<file path="src/rtl/tri_accum.sv">
module tri_accum #(
  parameter int N_W = 4,
  parameter int S_W = 8
) (
  input  logic           clk,
  input  logic           rst_n,
  input  logic           go,
  input  logic [N_W-1:0] opnd,
  output logic [S_W-1:0] total,
  output logic [N_W-1:0] cnt_now,
  output logic           grab,
  output logic           finished
);
  localparam int PAD = S_W - N_W;

  typedef enum logic [2:0] {
    IDLE  = 3'd0,
    LATCH = 3'd1,
    PRIME = 3'd2,
    ADD   = 3'd3,
    STEP  = 3'd4,
    FIN   = 3'd5
  } st_t;

  st_t st, st_nx;
  logic clr, acc_we, cnt_dec, zero;
  logic [N_W-1:0] cnt;
  logic [S_W-1:0] acc, addend;

  assign clr      = (st == IDLE) || (st == LATCH) || (st == PRIME);
  assign grab     = (st == LATCH);
  assign acc_we   = (st == ADD);
  assign cnt_dec  = (st == STEP);
  assign finished = (st == FIN);
  assign zero     = (cnt == '0);
  assign addend   = {{PAD{1'b0}}, cnt} + acc;
  assign total    = acc;
  assign cnt_now  = cnt;

  always_ff @(posedge clk or negedge rst_n)
    if (!rst_n)       acc <= '0;
    else if (clr)     acc <= '0;
    else if (acc_we)  acc <= addend;

  always_ff @(posedge clk or negedge rst_n)
    if (!rst_n)       cnt <= '0;
    else if (grab)    cnt <= opnd;
    else if (cnt_dec) cnt <= cnt - 1'b1;

  always_ff @(posedge clk or negedge rst_n)
    if (!rst_n) st <= IDLE;
    else        st <= st_nx;

  always_comb begin
    st_nx = IDLE;
    case (st)
      IDLE:  st_nx = go ? LATCH : IDLE;
      LATCH: st_nx = PRIME;
      PRIME: st_nx = ADD;
      ADD:   st_nx = STEP;
      STEP:  st_nx = zero ? FIN : ADD;
      FIN:   st_nx = go ? FIN : IDLE;
      default: st_nx = IDLE;
    endcase
  end
endmodule

</file>
<file path="config.mk">
export PLATFORM = sky130hd
export DESIGN_NAME = tri_accum
export DESIGN_NICKNAME = d
export VERILOG_FILES = /design/src/rtl/tri_accum.sv
export SDC_FILE = /design/constraint.sdc
export NUM_CORES = 1
export LEC_CHECK = 0
export BUFFER_PORTS_ARGS = -buffer_cell sky130_fd_sc_hd__buf_2
export CAP_MARGIN = 20
export CELL_PAD_IN_SITES_DETAIL_PLACEMENT = 0
export CELL_PAD_IN_SITES_GLOBAL_PLACEMENT = 1
export CORE_UTILIZATION = 41
export CTS_CLUSTER_SIZE = 25
export DETAILED_ROUTE_END_ITERATION = 10
export PLACE_DENSITY = 0.84
export SYNTH_ARGS = -nofsm -noshare
export SYNTH_HDL_FRONTEND = slang
export SYNTH_SLANG_ARGS = --single-unit
</file>
<file path="constraint.sdc">
create_clock -name clk -period 4.7 [get_ports clk]
set_input_delay 0.235 -clock clk [delete_from_list [all_inputs] [get_ports clk]]
set_output_delay 0.235 -clock clk [all_outputs]
set_load 0.005 [all_outputs]
</file>
==> flow_summary.yaml <==
worst_setup_path:
  required_ps: 4910
  cp.arrival_ps: 2020
  critPathCaptureType: "register"
  path_class: "register to register"
  worstPathMaxFanout: 5
  startpoint_type: "register"
detailed_routing:
  vias: 765
  viasPerCell: 5.20
  final_antenna_net_count: 0
  firstDrtPassIters: 4
  drc_errors: 0
  drt_iter0_markers: 20
  routedWlPerCell_um: 12.4
  routed_wl_mm: 1.83
timing:
  rsz0062_at_grt: "no"
  fmax_mhz: 554
  finalSetupViolCount: 0
  finalSetupTns_ps: 0
  period_share_pct: 38.4
  fin_crit_ps: 1810
  skew_ps: 4.85
  hold_ws_ps: 217
  hold_violations: 0
  worst_slew_margin_rel_pct: 55.9
  worstMarginPinSlew_ps: 662
  drv_slew: 0
synth:
  syn_inst: 100
  avgSynthCellArea_um2: 9.00
  synth_top_area_share_pct: 41.7
  synth.area.top_cells: "dfrtp_1 42%, ha_1 7.0%, a21oi_1 5.0%, nand2_1 5.0%, o21ai_1 4.5%"
  yosys_register_bits: 15
  ys.flop_type: "dfrtp_1"
  ys_warn_count: 0
  syn_nets: 113
  synth.distinct_cells: 33
  ys_async_sr_fraction_pct: 100
  netlist_area_um2: 900
  yosysMostFrequentCell: "dfrtp_1"
  synth_edf_count: 0
  synth_seq_area_share_pct: 41.7
  synth_top_area_cell: "dfrtp_1"
  ys_top_cells_by_count: "15 x dfrtp_1, 12 x nand2_1, 9 x a21oi_1, 8 x o21ai_1, 6 x inv_1"
cts:
  cts_setup_buffers: 0
  clock-root-buffer: "clkbuf_4"
  cts.sinks: 15
  clkSlewWorstSetupHoldPaths_ps: 90
  cts_tree: "yes"
  numCtsBuffers: 3
  cts.repair.resized: 0
  clock_path_buffers: 2
  clk_latency_ps: 280
  h-tree-depth: 1
die:
  fp.coreArea_um2: 2020
  core.rowCount: 16
  fp.dieH_um: 48.8
  start_util_pct: 44.5
  die_w_um: 48.8
  ios: 21
  die_area_um2: 2390
hold_path:
  min_path_type: "input pin to register"
global_routing:
  grt_max_degree: 21
  gr-total-overflow: 0
  track_usage_pct: 18.1
  antenna_found_initial: 0
  grt_pass1_wl_mm: 3.25
  first_global_vias: 729
power:
  p_leak_uw: 0.000529
  peakVddDrop_uv: 263
  power_density_nw_per_um2: 600
finish:
  num_antenna_cells: 0
  syn_to_final_growth_pct: 16.7
  nets: 134
  drive_above_1_share_pct: 21.7
  final.fill_count: 201
flow_run:
  maxCapViolCount: 0
place:
  port_buffers: 20
  post-dp-hpwl_mm: 1.34
  gp_congestion: 0.816
status:
  status: "finished, final reports clean"
==> worst paths after layout <==
kind,endpoint,slack [ps],start,cells after the start
worst max-delay path,total[4],2890,cnt_now[0],6
worst min-delay path,st[0],220,go,3
worst max register to register,total[4],2890,cnt_now[0],6
worst min register to register,total[2],520,total[2],2
max in group asynchronous,total[1],4070,rst_n,2
min in group asynchronous,total[4],380,rst_n,2
==> what timing repair did <==
item	CTS	global route
endpoints found under the setup margin	0	0
hold endpoints to repair	15	0
hold buffers	1	0
==> per-layer routing <==
layer	part of all wire [%]	global-route usage [%]	vias to the layer above	wire length (µm)
met5	0	0	-	0
met4	2.0	11.3	0	36
met3	2.4	1.87	4	43
met2	46	28.9	15	838
met1	50	23.4	346	909
li1	-	-	400	-
==> flip-flops by register name (all words and copies together), names as in the netlist <==
signal / cells
total: 8
cnt_now: 4
st: 3
==> where the power goes <==
| part | internal, µW | leakage (µW) | switching, µW | total, µW |
|---|---|---|---|---|
| Sequential | 173 | 0.000196 | 90.9 | 264 |
| Combinational | 145 | 0.000315 | 147 | 292 |
| Clock | 31.6 | 0.0000177 | 42.6 | 74.2 |
| Total | 350 | 0.000529 | 280 | 630 |
==> critical path, stage by stage (launching register included) <==
cell     delay, ps
dfrtp_1        420
ha_1           220
fa_1           400
a21o_1         170
a21oi_1        240
a21oi_1        120
o21ai_1        160
==> area by class of cell <==
class / count / area [µm²] / share of cell area (%)
multi-input combinational: 74 / 480 / 45.8
sequential: 15 / 375 / 35.8
timing repair buffer: 21 / 110 / 10.5
tap: 27 / 33.8 / 3.22
clock buffer: 3 / 22.5 / 2.15
inverter: 6 / 22.5 / 2.15
clock inverter: 1 / 5.00 / 0.477
==> kinds of logic after synthesis <==
group | Yosys count | synth area share, %
flip-flops | 15 | 41.7
XOR/XNOR | 2 | 1.95
buffers and inverters | 11 | 4.87
AND/OR/NAND/NOR | 32 | 18.8
AO/OA/AOI/OAI | 34 | 23.5
adder cells (fa/ha/maj) | 6 | 9.18
==> metrics by stage <==
step | power, µW | cell area [µm²] | std cells | utilization, % | setup slack, ps
2_1_floorplan | 475 | 900 | 100 | - | 3010
3_3_place_gp | 556 | 1010 | 142 | 50.1 | 2970
3_5_place_dp | 561 | 1010 | 142 | 50.1 | 2910
4_1_cts | 636 | 1050 | 147 | 51.9 | 2890
5_1_grt | 701 | 1050 | 147 | 51.9 | 2750
6_report | 630 | 1050 | 147 | 51.9 | 2890
==> cell usage in the layout, fill, tap and decap left out, drive strengths merged, types with 2 or more instances in the layout <==
cell	Yosys	routed
buf	3	20
dfrtp	15	15
nand2	13	13
o21ai	12	12
a21oi	9	9
inv	6	6
ha	5	5
nor2	4	4
a21o	3	3
clkbuf	2	3
nor3	2	2
a32oi	2	2
or3	2	2
a22o	2	2
a2bb2oi	2	2
or4	2	2
o211ai	2	2
nand3	2	2
Note: power is estimated with default switching activity, not from simulation.
